<file path="src/rtl/tmr_pkg.sv">
package tmr_pkg;
  typedef enum logic [2:0] {
    TGT_NONE, TGT_OUTCTL, TGT_START, TGT_CH0, TGT_CH1, TGT_CH2
  } tgt_e;

  typedef struct packed {
    tgt_e       tgt;
    logic [1:0] reg_idx;
  } dec_t;

  // local register index inside a channel window
  localparam logic [1:0] LR_RELOAD = 2'd0;
  localparam logic [1:0] LR_COUNT  = 2'd1;
  localparam logic [1:0] LR_CTRL   = 2'd2;
  localparam logic [1:0] LR_CAPT   = 2'd3;

  // control register field positions
  localparam int SEL_W         = 3;
  localparam int CTRL_IE_BIT   = 5;
  localparam int CTRL_FLAG_BIT = 8;

  localparam int MAX_CH = 3;
endpackage

</file>
<file path="src/rtl/tmr_prescaler.sv">
module tmr_prescaler #(
  parameter int NSEL = 5
) (
  input  logic            clk,
  input  logic            rst,
  output logic [NSEL-1:0] tick
);
  localparam int PRE_W = 2 * (NSEL - 1);

  logic [PRE_W-1:0] pre_q;

  always_ff @(posedge clk) begin
    if (rst) pre_q <= '0;
    else     pre_q <= pre_q + 1'b1;
  end

  // rate s fires once per 4^s clocks
  for (genvar s = 0; s < NSEL; s++) begin : g_rate
    if (s == 0) begin : g_full
      assign tick[s] = 1'b1;
    end else begin : g_div
      assign tick[s] = &pre_q[2*s-1:0];
    end
  end
endmodule

</file>
<file path="src/rtl/tmr_addr_decode.sv">
module tmr_addr_decode import tmr_pkg::*; #(
  parameter int ADDR_W     = 12,
  parameter bit HAS_CH2    = 1'b1,
  parameter bit HAS_OUTCTL = 1'b1
) (
  input  logic [ADDR_W-1:0] addr,
  output dec_t              dec
);
  localparam int WW = ADDR_W - 2;

  logic [WW-1:0] word;
  assign word = addr[ADDR_W-1:2];

  always_comb begin
    dec.tgt     = TGT_NONE;
    dec.reg_idx = 2'd0;
    if (addr[1:0] == 2'b00) begin
      if (word == WW'(0)) begin
        if (HAS_OUTCTL) dec.tgt = TGT_OUTCTL;
      end else if (word == WW'(1)) begin
        dec.tgt = TGT_START;
      end else if (word >= WW'(2) && word <= WW'(4)) begin
        dec.tgt     = TGT_CH0;
        dec.reg_idx = 2'(word - WW'(2));
      end else if (word >= WW'(5) && word <= WW'(7)) begin
        dec.tgt     = TGT_CH1;
        dec.reg_idx = 2'(word - WW'(5));
      end else if (word >= WW'(8) && word <= WW'(11)) begin
        // third window: byte offset minus 0x20 gives the local word
        if (HAS_CH2) begin
          dec.tgt     = TGT_CH2;
          dec.reg_idx = 2'(word - WW'(8));
        end
      end
    end
  end
endmodule

</file>
<file path="src/rtl/tmr_channel.sv">
module tmr_channel import tmr_pkg::*; #(
  parameter int DW       = 32,
  parameter int NSEL     = 5,
  parameter bit HAS_CAPT = 1'b0
) (
  input  logic            clk,
  input  logic            rst,
  input  logic            run,
  input  logic [NSEL-1:0] tick,
  input  logic            wr_en,
  input  logic [1:0]      reg_idx,
  input  logic [DW-1:0]   wdata,
  output logic [DW-1:0]   rdata,
  output logic            sel_bad,
  output logic            irq
);
  localparam logic [SEL_W-1:0] SEL_MAX = SEL_W'(NSEL - 1);

  logic [DW-1:0]    reload_q, count_q, capt_rd, ctrl_view;
  logic [SEL_W-1:0] sel_q;
  logic             ie_q, flag_q;
  logic             tick_sel, step, underflow;
  logic             wr_reload, wr_count, wr_ctrl;

  always_comb begin
    tick_sel = 1'b0;
    for (int s = 0; s < NSEL; s++) begin
      if (sel_q == SEL_W'(s)) tick_sel = tick[s];
    end
  end

  assign step      = run && tick_sel;
  assign sel_bad   = wr_en && (reg_idx == LR_CTRL) && (wdata[SEL_W-1:0] > SEL_MAX);
  assign wr_reload = wr_en && (reg_idx == LR_RELOAD);
  assign wr_count  = wr_en && (reg_idx == LR_COUNT);
  assign wr_ctrl   = wr_en && (reg_idx == LR_CTRL) && !sel_bad;
  assign underflow = step && (count_q == '0) && !wr_count;

  always_ff @(posedge clk) begin
    if (rst) begin
      reload_q <= '1;
      count_q  <= '1;
      sel_q    <= '0;
      ie_q     <= 1'b0;
      flag_q   <= 1'b0;
      irq      <= 1'b0;
    end else begin
      if (wr_reload) reload_q <= wdata;
      if (wr_count)  count_q  <= wdata;
      else if (step) count_q  <= (count_q == '0) ? reload_q : count_q - 1'b1;
      if (wr_ctrl) begin
        sel_q <= wdata[SEL_W-1:0];
        ie_q  <= wdata[CTRL_IE_BIT];
      end
      // underflow has priority over a clearing write
      if (underflow)                             flag_q <= 1'b1;
      else if (wr_ctrl && !wdata[CTRL_FLAG_BIT]) flag_q <= 1'b0;
      irq <= flag_q & ie_q;
    end
  end

  if (HAS_CAPT) begin : g_capt
    logic [DW-1:0] capt_q;
    always_ff @(posedge clk) begin
      if (rst)                                capt_q <= '0;
      else if (wr_en && reg_idx == LR_CAPT)   capt_q <= wdata;
    end
    assign capt_rd = capt_q;
  end else begin : g_nocapt
    assign capt_rd = '0;
  end

  always_comb begin
    ctrl_view                = '0;
    ctrl_view[SEL_W-1:0]     = sel_q;
    ctrl_view[CTRL_IE_BIT]   = ie_q;
    ctrl_view[CTRL_FLAG_BIT] = flag_q;
  end

  always_comb begin
    case (reg_idx)
      LR_RELOAD: rdata = reload_q;
      LR_COUNT:  rdata = count_q;
      LR_CTRL:   rdata = ctrl_view;
      default:   rdata = capt_rd;
    endcase
  end
endmodule

</file>
<file path="src/rtl/tmr_unit.sv">
module tmr_unit import tmr_pkg::*; #(
  parameter int ADDR_W     = 12,
  parameter int DW         = 32,
  parameter bit HAS_CH2    = 1'b1,
  parameter bit HAS_OUTCTL = 1'b1,
  parameter int OC_W       = 8,
  parameter int NSEL       = 5
) (
  input  logic              clk,
  input  logic              rst,
  input  logic              req_valid,
  input  logic              req_write,
  input  logic [ADDR_W-1:0] req_addr,
  input  logic [DW-1:0]     req_wdata,
  output logic              rsp_valid,
  output logic [DW-1:0]     rsp_rdata,
  output logic              err,
  output logic [2:0]        irq
);
  localparam int NCH = HAS_CH2 ? 3 : 2;

  dec_t                        dec;
  logic [NSEL-1:0]             tick;
  logic [MAX_CH-1:0]           start_q, ch_hit, ch_wr, ch_bad, ch_irq;
  logic [MAX_CH-1:0][DW-1:0]   ch_rdata;
  logic [OC_W-1:0]             outctl_q;
  logic                        start_wr, start_bad, oc_wr, rd_ok, err_d;
  logic [DW-1:0]               rd_mux;

  tmr_addr_decode #(.ADDR_W(ADDR_W), .HAS_CH2(HAS_CH2), .HAS_OUTCTL(HAS_OUTCTL)) u_dec (
    .addr (req_addr),
    .dec  (dec)
  );

  tmr_prescaler #(.NSEL(NSEL)) u_pre (
    .clk  (clk),
    .rst  (rst),
    .tick (tick)
  );

  assign ch_hit[0] = (dec.tgt == TGT_CH0);
  assign ch_hit[1] = (dec.tgt == TGT_CH1);
  assign ch_hit[2] = (dec.tgt == TGT_CH2);
  assign ch_wr     = ch_hit & {MAX_CH{req_valid && req_write}};

  for (genvar c = 0; c < MAX_CH; c++) begin : g_ch
    if (c < NCH) begin : g_on
      tmr_channel #(.DW(DW), .NSEL(NSEL), .HAS_CAPT(c == 2)) u_ch (
        .clk     (clk),
        .rst     (rst),
        .run     (start_q[c]),
        .tick    (tick),
        .wr_en   (ch_wr[c]),
        .reg_idx (dec.reg_idx),
        .wdata   (req_wdata),
        .rdata   (ch_rdata[c]),
        .sel_bad (ch_bad[c]),
        .irq     (ch_irq[c])
      );
    end else begin : g_off
      assign ch_rdata[c] = '0;
      assign ch_bad[c]   = 1'b0;
      assign ch_irq[c]   = 1'b0;
    end
  end

  assign start_wr  = req_valid && req_write && (dec.tgt == TGT_START);
  assign start_bad = start_wr && !HAS_CH2 && req_wdata[2];
  assign oc_wr     = req_valid && req_write && (dec.tgt == TGT_OUTCTL);
  assign rd_ok     = req_valid && !req_write && (dec.tgt != TGT_NONE);
  assign err_d     = req_valid && ((dec.tgt == TGT_NONE) || start_bad || (|ch_bad));

  always_comb begin
    case (dec.tgt)
      TGT_OUTCTL: rd_mux = {{(DW-OC_W){1'b0}}, outctl_q};
      TGT_START:  rd_mux = {{(DW-MAX_CH){1'b0}}, start_q};
      TGT_CH0:    rd_mux = ch_rdata[0];
      TGT_CH1:    rd_mux = ch_rdata[1];
      TGT_CH2:    rd_mux = ch_rdata[2];
      default:    rd_mux = '0;
    endcase
  end

  always_ff @(posedge clk) begin
    if (rst) begin
      start_q   <= '0;
      outctl_q  <= '0;
      rsp_valid <= 1'b0;
      rsp_rdata <= '0;
      err       <= 1'b0;
    end else begin
      rsp_valid <= req_valid;
      err       <= err_d;
      rsp_rdata <= rd_ok ? rd_mux : '0;
      if (start_wr) start_q  <= {HAS_CH2 ? req_wdata[2] : 1'b0, req_wdata[1:0]};
      if (oc_wr)    outctl_q <= req_wdata[OC_W-1:0];
    end
  end

  assign irq = ch_irq;
endmodule

</file>
<file path="config.mk">
export PLATFORM = sky130hd
export DESIGN_NAME = tmr_unit
export DESIGN_NICKNAME = d
export VERILOG_FILES = /design/src/rtl/tmr_pkg.sv /design/src/rtl/tmr_prescaler.sv /design/src/rtl/tmr_addr_decode.sv /design/src/rtl/tmr_channel.sv /design/src/rtl/tmr_unit.sv
export SDC_FILE = /design/constraint.sdc
export NUM_CORES = 1
export LEC_CHECK = 0
export ABC_CLOCK_PERIOD_IN_PS = 3550
export BUFFER_PORTS_ARGS = -buffer_cell sky130_fd_sc_hd__clkbuf_2
export CAP_MARGIN = 20
export CORE_UTILIZATION = 55
export DETAILED_ROUTE_END_ITERATION = 10
export PLACE_DENSITY_LB_ADDON = 0.3
export SLEW_MARGIN = 20
export SYNTH_ARGS = -nofsm -noshare
export SYNTH_HDL_FRONTEND = slang
export SYNTH_SLANG_ARGS = --single-unit
export TNS_END_PERCENT = 50
</file>
<file path="constraint.sdc">
create_clock -name clk -period 3.55 [get_ports clk]
set_input_delay 0.355 -clock clk [delete_from_list [all_inputs] [get_ports clk]]
set_output_delay 0.355 -clock clk [all_outputs]
set_load 0.02 [all_outputs]
</file>
==> results of run 1 <==
[metrics by stage]
step / total power [W] / cell area (sq um) / setup slack, ns / utilization, %
3_3_place_gp: 0.003667 / 16600 / 0.2912 / 59.44
3_5_place_dp: 0.003670 / 16600 / 0.2539 / 59.44
4_1_cts: 0.007316 / 17790 / 0.2252 / 63.67
5_1_grt: 0.007481 / 17790 / 0.1130 / 63.69
2_1_floorplan: 0.003541 / 15700 / 0.4426 / -
6_report: 0.007320 / 17790 / 0.3425 / 63.69
[worst max-delay path by stage]
stage | startpoint | to | slack, ns | cells after the start
floorplan | req_addr[3] | g_ch[1].g_on.u_ch.count_q[16] | 0.44 | 11
global placement | req_addr[3] | g_ch[0].g_on.u_ch.count_q[30] | 0.29 | 11
detailed placement | g_ch[0].g_on.u_ch.count_q[0] | g_ch[0].g_on.u_ch.count_q[30] | 0.25 | 10
CTS | g_ch[0].g_on.u_ch.count_q[0] | g_ch[0].g_on.u_ch.count_q[30] | 0.23 | 10
global route | g_ch[0].g_on.u_ch.count_q[0] | g_ch[0].g_on.u_ch.count_q[26] | 0.11 | 10
finish | g_ch[0].g_on.u_ch.count_q[0] | g_ch[0].g_on.u_ch.count_q[30] | 0.34 | 10
[kinds of logic after synthesis]
logic type | count (synthesis) | synth area share (%)
AO/OA/AOI/OAI | 669 | 26.33
XOR/XNOR | 22 | 1.228
adder cells (fa/ha/maj) | 10 | 0.7971
buffers and inverters | 190 | 4.855
flip-flops | 295 | 37.62
multiplexers | 39 | 2.503
AND/OR/NAND/NOR | 878 | 26.66
[per-layer routing]
| layer | global-route usage [%] | vias up | share of wire [%] |
|---|---|---|---|
| li1 | - | 7623 | - |
| met4 | 12.19 | 0 | 3.2 |
| met2 | 54.14 | 989 | 43 |
| met1 | 51.69 | 7906 | 42 |
| met3 | 7.310 | 154 | 13 |
| met5 | 0 | - | 0 |
[cell usage in the layout (no fill, tap or decap), types with 14 or more instances in the layout]
cell / n
a31oi_1: 14
a22oi_1: 63
nand2_1: 326
nand3b_1: 70
clkbuf_16: 37
nor2b_1: 36
a211o_1: 36
buf_4: 58
o22ai_1: 40
inv_1: 24
mux2i_1: 37
nor2_1: 226
or3_1: 18
nor4_1: 25
o211ai_1: 14
dfxtp_1: 295
clkbuf_2: 83
nor3_1: 50
o21ai_0: 156
a21oi_1: 236
nand3_1: 38
o221ai_1: 29
[worst reg2reg max path: stages, from the launching register on]
cell and delay [ns]:
dfxtp_1 0.35, inv_1 0.10, ha_1 0.23, or4b_2 0.69, or4_1 0.58, nor3_2 0.28, nand2_1 0.11, xor2_1 0.16
a21oi_1 0.10, a2111oi_0 0.38, nor2_1 0.09
[power by group through the flow]
stage	Sequential, W	Clock [W]	Combinational, W
6_report	0.00332	0.00371	0.000289
4_1_cts	0.00332	0.00372	0.000277
2_1_floorplan	0.00339	0	0.000146
5_1_grt	0.00332	0.00386	0.000303
3_5_place_dp	0.00339	0	0.000276
3_3_place_gp	0.00339	0	0.000273
[flip-flops by register name, summed over array words and instances, names as in the netlist, 8 cells and up]
signal	cells
rsp_rdata	32
g_ch.g_on.u_ch.count_q	96
g_ch.g_on.u_ch.capt_rd	32
g_ch.g_on.u_ch.sel_q	9
u_pre.pre_q	8
g_ch.g_on.u_ch.reload_q	96
outctl_q	8
[cell usage after synthesis, drive strengths merged (3+ instances only)]
library cell,count
or4,16
mux2i,37
nor3,60
o31ai,6
or3,20
a32oi,11
or2,6
o22a,3
nor2,230
nor3b,4
o211ai,14
and2,10
a211oi,11
clkbuf,131
a211o,36
dfxtp,295
nand3b,70
and3,13
xnor2,9
o21ai,160
nor4,28
nand4,8
a31oi,14
o21bai,9
a21oi,236
nor2b,36
inv,24
a2111oi,6
nand2b,10
o221ai,29
ha,10
nand2,326
a22oi,63
buf,35
o22ai,40
nand3,38
a22o,3
xor2,13
a222oi,10
[final cells by class]
class	count	share of cell area, %
multi-input cells	1618	51.14
flip-flops and latches	295	33.19
clock buffers	53	6.104
repair buffers	151	5.858
well taps	378	2.658
clock inverters	8	0.5415
inverters	24	0.5063
==> impl_metrics.prom, run 1 <==
# TYPE chip_impl_metric gauge
chip_impl_metric{name="yosys_register_bits",unit=""} 295
chip_impl_info{name="post-synth-top-area-cell",value="dfxtp_1"} 1
chip_impl_info{name="worstPathCellList",value="inv_1 > ha_1 > or4b_2 > or4_1 > nor3_2 > nand2_1 > xor2_1 > a21oi_1 > a2111oi_0 > nor2_1"} 1
chip_impl_info{name="yosys_most_used_dff",value="dfxtp_1"} 1
chip_impl_metric{name="cts-resized-gates",unit=""} 0
chip_impl_metric{name="cts.clk_slew.worst_paths",unit="ns"} 0.06
chip_impl_info{name="tritoncts",value="done"} 1
chip_impl_metric{name="worst-path-buf-inv",unit=""} 1
chip_impl_info{name="worst_r2r_endpoint",value="g_ch[0].g_on.u_ch.count_q[30]"} 1
chip_impl_metric{name="period_minus_slack",unit="ns"} 3.208
chip_impl_metric{name="post_synth_instance_area",unit="sq um"} 15700
chip_impl_metric{name="cp.arrival",unit="ns"} 3.60
chip_impl_metric{name="p_comb_share",unit="%"} 4.0
chip_impl_metric{name="synthesis.yosys.warnings",unit=""} 0
chip_impl_info{name="hold_class",value="in -> reg"} 1
chip_impl_metric{name="totalNegativeSetupSlack",unit="ns"} 0
chip_impl_metric{name="fp.dieW",unit="um"} 170.9
chip_impl_metric{name="die_footprint",unit="sq um"} 29220
chip_impl_metric{name="initial_core_util",unit="%"} 56.19
chip_impl_metric{name="postRouteAntennaNets",unit=""} 0
chip_impl_metric{name="clock-skew-final",unit="ns"} 0.02205
chip_impl_metric{name="drtPass1Iterations",unit=""} 9
chip_impl_metric{name="num-nets-final",unit=""} 2183
chip_impl_metric{name="yosys.cell_types.count",unit=""} 68
chip_impl_info{name="worst_hold_path.endpoint",value="rsp_valid"} 1
chip_impl_metric{name="sw_frac_of_total",unit="%"} 22.79
chip_impl_metric{name="cts.htree.levels",unit=""} 2
chip_impl_info{name="grt_setup_unrepaired",value="no"} 1
chip_impl_metric{name="hold_viol",unit=""} 0
chip_impl_metric{name="post-route-period-util",unit="%"} 90.35
chip_impl_metric{name="post_synthesis_sequential_area_ratio",unit="%"} 37.62
chip_impl_metric{name="core_area",unit="sq um"} 27930
chip_impl_metric{name="std_cell_rows",unit=""} 61
chip_impl_metric{name="grt_max_degree",unit=""} 78
chip_impl_metric{name="io_buffers",unit=""} 84
chip_impl_metric{name="tritoncts.num_buffers",unit=""} 35
chip_impl_info{name="cts.root.buffer_cell",value="clkbuf_16"} 1
chip_impl_info{name="cell_types_occupying_the_most_area_after_synthesis",value="dfxtp_1, nand2_1, a21oi_1, nor2_1, o21ai_0"} 1
chip_impl_metric{name="io-pin-count",unit=""} 85
chip_impl_metric{name="worst_hold_slack",unit="ns"} 0.1813
chip_impl_metric{name="routed_wirelength",unit="um"} 53150
chip_impl_metric{name="switchingPower",unit="W"} 0.001668
chip_impl_metric{name="cts-root-to-sink-buffers",unit=""} 3
chip_impl_metric{name="maxCapViolCount",unit=""} 0
chip_impl_info{name="status",value="finished clean"} 1
chip_impl_info{name="hold_start",value="req_valid"} 1
chip_impl_metric{name="track_usage",unit="%"} 36.24
chip_impl_metric{name="power_frac_clock",unit="%"} 50.7
chip_impl_metric{name="max_slew_margin",unit="%"} 45.27
chip_impl_metric{name="syn-num-nets",unit=""} 2161
chip_impl_metric{name="detail_route.vias_per_cell",unit=""} 6.598
chip_impl_metric{name="layout.cells.non_filler",unit=""} 2527
chip_impl_metric{name="ir_drop",unit="mV"} 0.2278
chip_impl_metric{name="drcViolationCount",unit=""} 0
chip_impl_metric{name="drv_slew",unit=""} 0
chip_impl_metric{name="hold_path_depth",unit=""} 3
chip_impl_info{name="timing_worst_setup_path_type",value="reg -> reg"} 1
chip_impl_metric{name="clock-sinks",unit=""} 295
chip_impl_metric{name="multiInputGateArea",unit="sq um"} 9099
chip_impl_metric{name="worst-r2r-setup-slack",unit="ns"} 0.34
chip_impl_metric{name="number_of_global_route_vias_before_repair",unit=""} 14960
chip_impl_metric{name="fillers",unit=""} 2459
chip_impl_metric{name="synthCells",unit=""} 2103
chip_impl_info{name="slowest_stage",value="or4b_2"} 1
chip_impl_metric{name="wire_per_inst",unit="um"} 21.03
chip_impl_info{name="worstSetupStartpointType",value="flop"} 1
chip_impl_metric{name="post-place-cells",unit=""} 2466
chip_impl_metric{name="dieHeight",unit="um"} 170.9
chip_impl_metric{name="power.density",unit="nW/um^2"} 411.4
chip_impl_metric{name="clock_insertion_delay_worst_skew",unit="ns"} 0.53
chip_impl_metric{name="grt_antenna_before_repair",unit=""} 0
chip_impl_metric{name="ys_async_sr_fraction",unit="%"} 0
chip_impl_metric{name="synth_edf_count",unit=""} 0
chip_impl_metric{name="antenna-diode-count",unit=""} 0
chip_impl_metric{name="tightestPinTransition",unit="ns"} 0.8134
chip_impl_metric{name="grt_first_pass_wirelength",unit="um"} 82940
chip_impl_metric{name="postCtsHoldBufs",unit=""} 0
chip_impl_metric{name="critPathRequiredTime",unit="ns"} 3.95
chip_impl_metric{name="post-cts-setup-buffer-count",unit=""} 0
chip_impl_metric{name="grt_overflow",unit=""} 0
chip_impl_metric{name="via_count",unit=""} 16670
chip_impl_info{name="path_delay_family",value="simple AND/OR/NAND/NOR gates"} 1
chip_impl_metric{name="power_frac_seq",unit="%"} 45.4
chip_impl_metric{name="length_in_cells_of_the_worst_reg_to_reg_path",unit=""} 10
chip_impl_metric{name="power_leakage",unit="nW"} 7.042
chip_impl_metric{name="synth_top_area_share",unit="%"} 37.62
chip_impl_info{name="timing.critical_path.to_type",value="flop"} 1
chip_impl_info{name="regToRegStartpoint",value="g_ch[0].g_on.u_ch.count_q[0]"} 1
chip_impl_metric{name="dr.first_iter.drc_count",unit=""} 2483
chip_impl_metric{name="globalplace.congestion",unit=""} 0.9967
chip_impl_metric{name="dpl.hpwl",unit="um"} 36000
chip_impl_metric{name="syn2layout_area_growth",unit="%"} 13.35
chip_impl_metric{name="maxClockFrequency",unit="MHz"} 311.8
chip_impl_metric{name="drive_gt1_share",unit="%"} 11.21
chip_impl_metric{name="syn_avg_cell_area",unit="sq um"} 7.464
chip_impl_metric{name="worstPathMaxFanout",unit=""} 6
chip_impl_metric{name="report.final.setup_viol",unit=""} 0
chip_impl_metric{name="cellInternalPower",unit="W"} 0.005652
chip_impl_metric{name="worst_path_largest_cell_delay",unit="ns"} 0.69
chip_impl_metric{name="ff_latch_area",unit="sq um"} 5906
Power figures use the tool's default switching activity.
==> run 2, diff against run 1 <==
--- a/config.mk
+++ b/config.mk
@@ -14,5 +14,6 @@
 export SLEW_MARGIN = 20
 export SYNTH_ARGS = -nofsm -noshare
 export SYNTH_HDL_FRONTEND = slang
+export SYNTH_HIERARCHICAL = 1
 export SYNTH_SLANG_ARGS = --single-unit
 export TNS_END_PERCENT = 50
==> run 2 against run 1 <==
Net effect: the run now ends with DRC left; critical path type is now in -> reg; synthesized area grew 9.9%; synthesized cell count shrank 5.2%; die area grew 9.7%; cell count shrank 3.4%; power shrank 2.1%; cell area grew 8.9%; first-iteration DRC count shrank 13%; clock power shrank 3%.
==> impl_metrics.prom, run 2 <==
# TYPE chip_impl_metric gauge
chip_impl_info{name="status",value="complete, but fails checks"} 1
chip_impl_info{name="failing_checks",value="DRC"} 1
chip_impl_metric{name="post-cts-setup-buffer-count",unit=""} 0
chip_impl_metric{name="synthCells",unit=""} 1994
chip_impl_metric{name="grt_antenna_before_repair",unit=""} 0
chip_impl_metric{name="cts.clk_slew.worst_paths",unit="ns"} 0.05
chip_impl_info{name="slowest_stage",value="nor2_4"} 1
chip_impl_metric{name="dpl.hpwl",unit="um"} 37860
chip_impl_metric{name="power.density",unit="nW/um^2"} 369.9
chip_impl_info{name="path_delay_family",value="simple AND/OR/NAND/NOR gates"} 1
chip_impl_metric{name="drtPass1Iterations",unit=""} 9
chip_impl_metric{name="globalplace.congestion",unit=""} 0.9518
chip_impl_info{name="synth_most_common_cell",value="dfxtp_1"} 1
chip_impl_info{name="timing.critical_path.to_type",value="flop"} 1
chip_impl_info{name="hold_start",value="req_valid"} 1
chip_impl_metric{name="period_minus_slack",unit="ns"} 3.097
chip_impl_metric{name="grt_overflow",unit=""} 0
chip_impl_metric{name="clock_insertion_delay_worst_skew",unit="ns"} 0.53
chip_impl_metric{name="syn-num-nets",unit=""} 2052
chip_impl_metric{name="postCtsHoldBufs",unit=""} 0
chip_impl_metric{name="detail_route.vias_per_cell",unit=""} 6.775
chip_impl_metric{name="design_area",unit="sq um"} 19380
chip_impl_info{name="yosys_most_used_dff",value="dfxtp_1"} 1
chip_impl_metric{name="clock-skew-final",unit="ns"} 0.02003
chip_impl_metric{name="via_count",unit=""} 16540
chip_impl_metric{name="synthesis.yosys.warnings",unit=""} 6
chip_impl_metric{name="drv_slew",unit=""} 0
chip_impl_metric{name="layout.cells.non_filler",unit=""} 2441
chip_impl_metric{name="worstPathMaxFanout",unit=""} 38
chip_impl_metric{name="synth_top_area_share",unit="%"} 34.25
chip_impl_metric{name="maxCapViolCount",unit=""} 0
chip_impl_metric{name="tightestPinTransition",unit="ns"} 0.9686
chip_impl_metric{name="power_leakage",unit="nW"} 6.659
chip_impl_info{name="timing_worst_setup_path_type",value="in -> reg"} 1
chip_impl_metric{name="cts-root-to-sink-buffers",unit=""} 3
chip_impl_metric{name="yosys.cell_types.count",unit=""} 87
chip_impl_metric{name="drive_gt1_share",unit="%"} 17.80
chip_impl_info{name="critPathLaunch",value="req_addr[3]"} 1
chip_impl_metric{name="ys_async_sr_fraction",unit="%"} 0
chip_impl_metric{name="syn2layout_area_growth",unit="%"} 12.38
chip_impl_metric{name="initial_core_util",unit="%"} 56.08
chip_impl_metric{name="io-pin-count",unit=""} 85
chip_impl_info{name="grt_setup_unrepaired",value="no"} 1
chip_impl_metric{name="drcViolationCount",unit=""} 4
chip_impl_metric{name="totalNegativeSetupSlack",unit="ns"} 0
chip_impl_metric{name="ir_drop",unit="mV"} 0.2885
chip_impl_metric{name="max_slew_margin",unit="%"} 35.27
chip_impl_metric{name="critPathRequiredTime",unit="ns"} 3.99
chip_impl_metric{name="post_synthesis_sequential_area_ratio",unit="%"} 34.25
chip_impl_info{name="tritoncts",value="done"} 1
chip_impl_info{name="final_common_cell",value="dfxtp_1"} 1
chip_impl_metric{name="cts-resized-gates",unit=""} 0
chip_impl_metric{name="hold_viol",unit=""} 0
chip_impl_metric{name="number_of_global_route_vias_before_repair",unit=""} 15200
chip_impl_info{name="cts.root.buffer_cell",value="clkbuf_16"} 1
chip_impl_metric{name="std_cell_rows",unit=""} 64
chip_impl_metric{name="track_usage",unit="%"} 34.09
chip_impl_info{name="hold_class",value="in -> reg"} 1
chip_impl_metric{name="report.final.setup_viol",unit=""} 0
chip_impl_info{name="post-synth-top-area-cell",value="dfxtp_1"} 1
chip_impl_info{name="worstSetupStartpointType",value="primary input"} 1
chip_impl_metric{name="wire_per_inst",unit="um"} 22.72
chip_impl_metric{name="num-nets-final",unit=""} 2080
chip_impl_info{name="worstPathCellList",value="clkbuf_2 > inv_1 > ha_1 > nor2b_1 > nor2_1 > a41oi_1 > nor3b_2 > buf_4 > buf_12 > nor2_4 > a22o_1 > mux2i_1 > o22a_1 > nor2_2"} 1
chip_impl_metric{name="io_buffers",unit=""} 84
chip_impl_metric{name="maxClockFrequency",unit="MHz"} 322.9
chip_impl_metric{name="synth_edf_count",unit=""} 0
chip_impl_metric{name="die_footprint",unit="sq um"} 32060
chip_impl_metric{name="antenna-diode-count",unit=""} 0
chip_impl_info{name="cell_types_occupying_the_most_area_after_synthesis",value="dfxtp_1, mux2i_1, a211o_1, nor2_1, a21oi_1"} 1
chip_impl_info{name="regToRegStartpoint",value="u_pre/pre_q[0]"} 1
chip_impl_metric{name="cts.htree.levels",unit=""} 2
chip_impl_metric{name="grt_max_degree",unit=""} 156
chip_impl_metric{name="postRouteAntennaNets",unit=""} 0
chip_impl_info{name="mostFrequentLayoutCells",value="dfxtp_1, nor2_1, nand2_1, mux2i_1, a211o_1"} 1
chip_impl_metric{name="syn_avg_cell_area",unit="sq um"} 8.648
chip_impl_metric{name="post-place-cells",unit=""} 2380
chip_impl_info{name="regs_by_ff_count",value="g_ch.g_on.u_ch/count_q x96, g_ch.g_on.u_ch/reload_q x96"} 1
chip_impl_metric{name="dieHeight",unit="um"} 179.1
chip_impl_metric{name="worst_hold_slack",unit="ns"} 0.1779
chip_impl_metric{name="post-route-period-util",unit="%"} 87.23
chip_impl_metric{name="tritoncts.num_buffers",unit=""} 36
chip_impl_metric{name="cp.arrival",unit="ns"} 3.54
chip_impl_metric{name="worst-r2r-setup-slack",unit="ns"} 0.46
chip_impl_metric{name="grt_first_pass_wirelength",unit="um"} 85570
chip_impl_metric{name="routed_wirelength",unit="um"} 55470
chip_impl_metric{name="fp.dieW",unit="um"} 179.1
chip_impl_metric{name="clock-sinks",unit=""} 295
chip_impl_metric{name="yosys_register_bits",unit=""} 295
chip_impl_metric{name="dr.first_iter.drc_count",unit=""} 2161
chip_impl_metric{name="placed_cell_area",unit="sq um"} 18230
chip_impl_metric{name="post_synth_instance_area",unit="sq um"} 17240
chip_impl_metric{name="worst_path_largest_cell_delay",unit="ns"} 0.76
chip_impl_metric{name="worst-path-buf-inv",unit=""} 4
chip_impl_metric{name="core_area",unit="sq um"} 30750
chip_impl_info{name="synthTopCellsByCount",value="dfxtp_1, nor2_1, clkbuf_1, nand2_1, mux2i_1"} 1
-- run 2: changes by cell type in the layout (fill, tap and decap cells not counted), moves of 34 or more --
cell,previous run,this run
a211o_1,36,96
a21oi_1,236,94
a221oi_1,2,44
mux2_2,2,41
mux2i_1,37,107
nand2_1,326,109
nand3_1,38,77
nand3b_1,70,9
nor2_1,226,128
nor2b_1,36,70
o21ai_0,156,81
o22ai_1,40,1
-- run 2: cell type report --
cell class                 instances  area [sq um]
clock buffer                      51          1028
clock inverter                    10         110.1
fill                            2574         11370
inverter                          26         97.59
multi-input combinational       1493         10470
sequential                       295          5906
tap                              396         495.5
timing repair buffer             170          1275
-- run 2: per-layer routing --
metal	vias to the layer above	track usage [%]	wire length, um
met5	-	0	0
met4	0	11.33	1463
met3	140	6.319	6089
met2	940	52.54	24730
met1	7950	47.54	23190
li1	7507	-	-
-- run 2: path summary, 6_finish.rpt --
kind,to,depth (start not counted)
worst min register to register,g_ch[2].g_on.u_ch/capt_rd[16],2
worst max-delay path,rsp_rdata[4],14
worst max register to register,g_ch[0].g_on.u_ch/count_q[13],9
worst min-delay path,rsp_valid,3
-- run 2: cells by family (layout without fill, tap and decap cells) --
family | count (synthesis) | count (layout) | synth area share [%]
xor gates and xnor gates | 54 | 54 | 2.743
adders and majority gates | 10 | 10 | 0.7256
muxes | 166 | 166 | 10.52
other | 1 | 1 | 0.02175
AOI/OAI and AO/OA | 558 | 558 | 23.25
DFF | 295 | 295 | 34.25
and+or+nand+nor | 704 | 704 | 22.84
buffers and inverters | 206 | 257 | 5.652
-- run 2: worst register-to-register path, cell delays in order (launching register included) --
cell and delay [ns]:
dfxtp_1 0.33, ha_1 0.27, and3_4 0.23, and3_4 0.20, mux4_2 0.48, or2_2 0.40, a21oi_2 0.49, buf_12 0.24
nor3b_1 0.24, a211oi_1 0.07
-- run 2: through the flow --
stage / util (%) / setup WS, ns / total power [W]
2_1_floorplan: - / -0.05237 / 0.003492
3_3_place_gp: 59.29 / 0.1130 / 0.003616
3_5_place_dp: 59.29 / 0.07121 / 0.003618
4_1_cts: 63.00 / 0.3571 / 0.007190
5_1_grt: 63.02 / 0.3370 / 0.007364
6_report: 63.02 / 0.4533 / 0.007168
-- run 2: power breakdown --
part	internal, W	total (W)	switching, W
clock network	0.00216	0.00361	0.00145
logic	0.0000567	0.000240	0.000183
registers	0.00332	0.00332	0.00000372
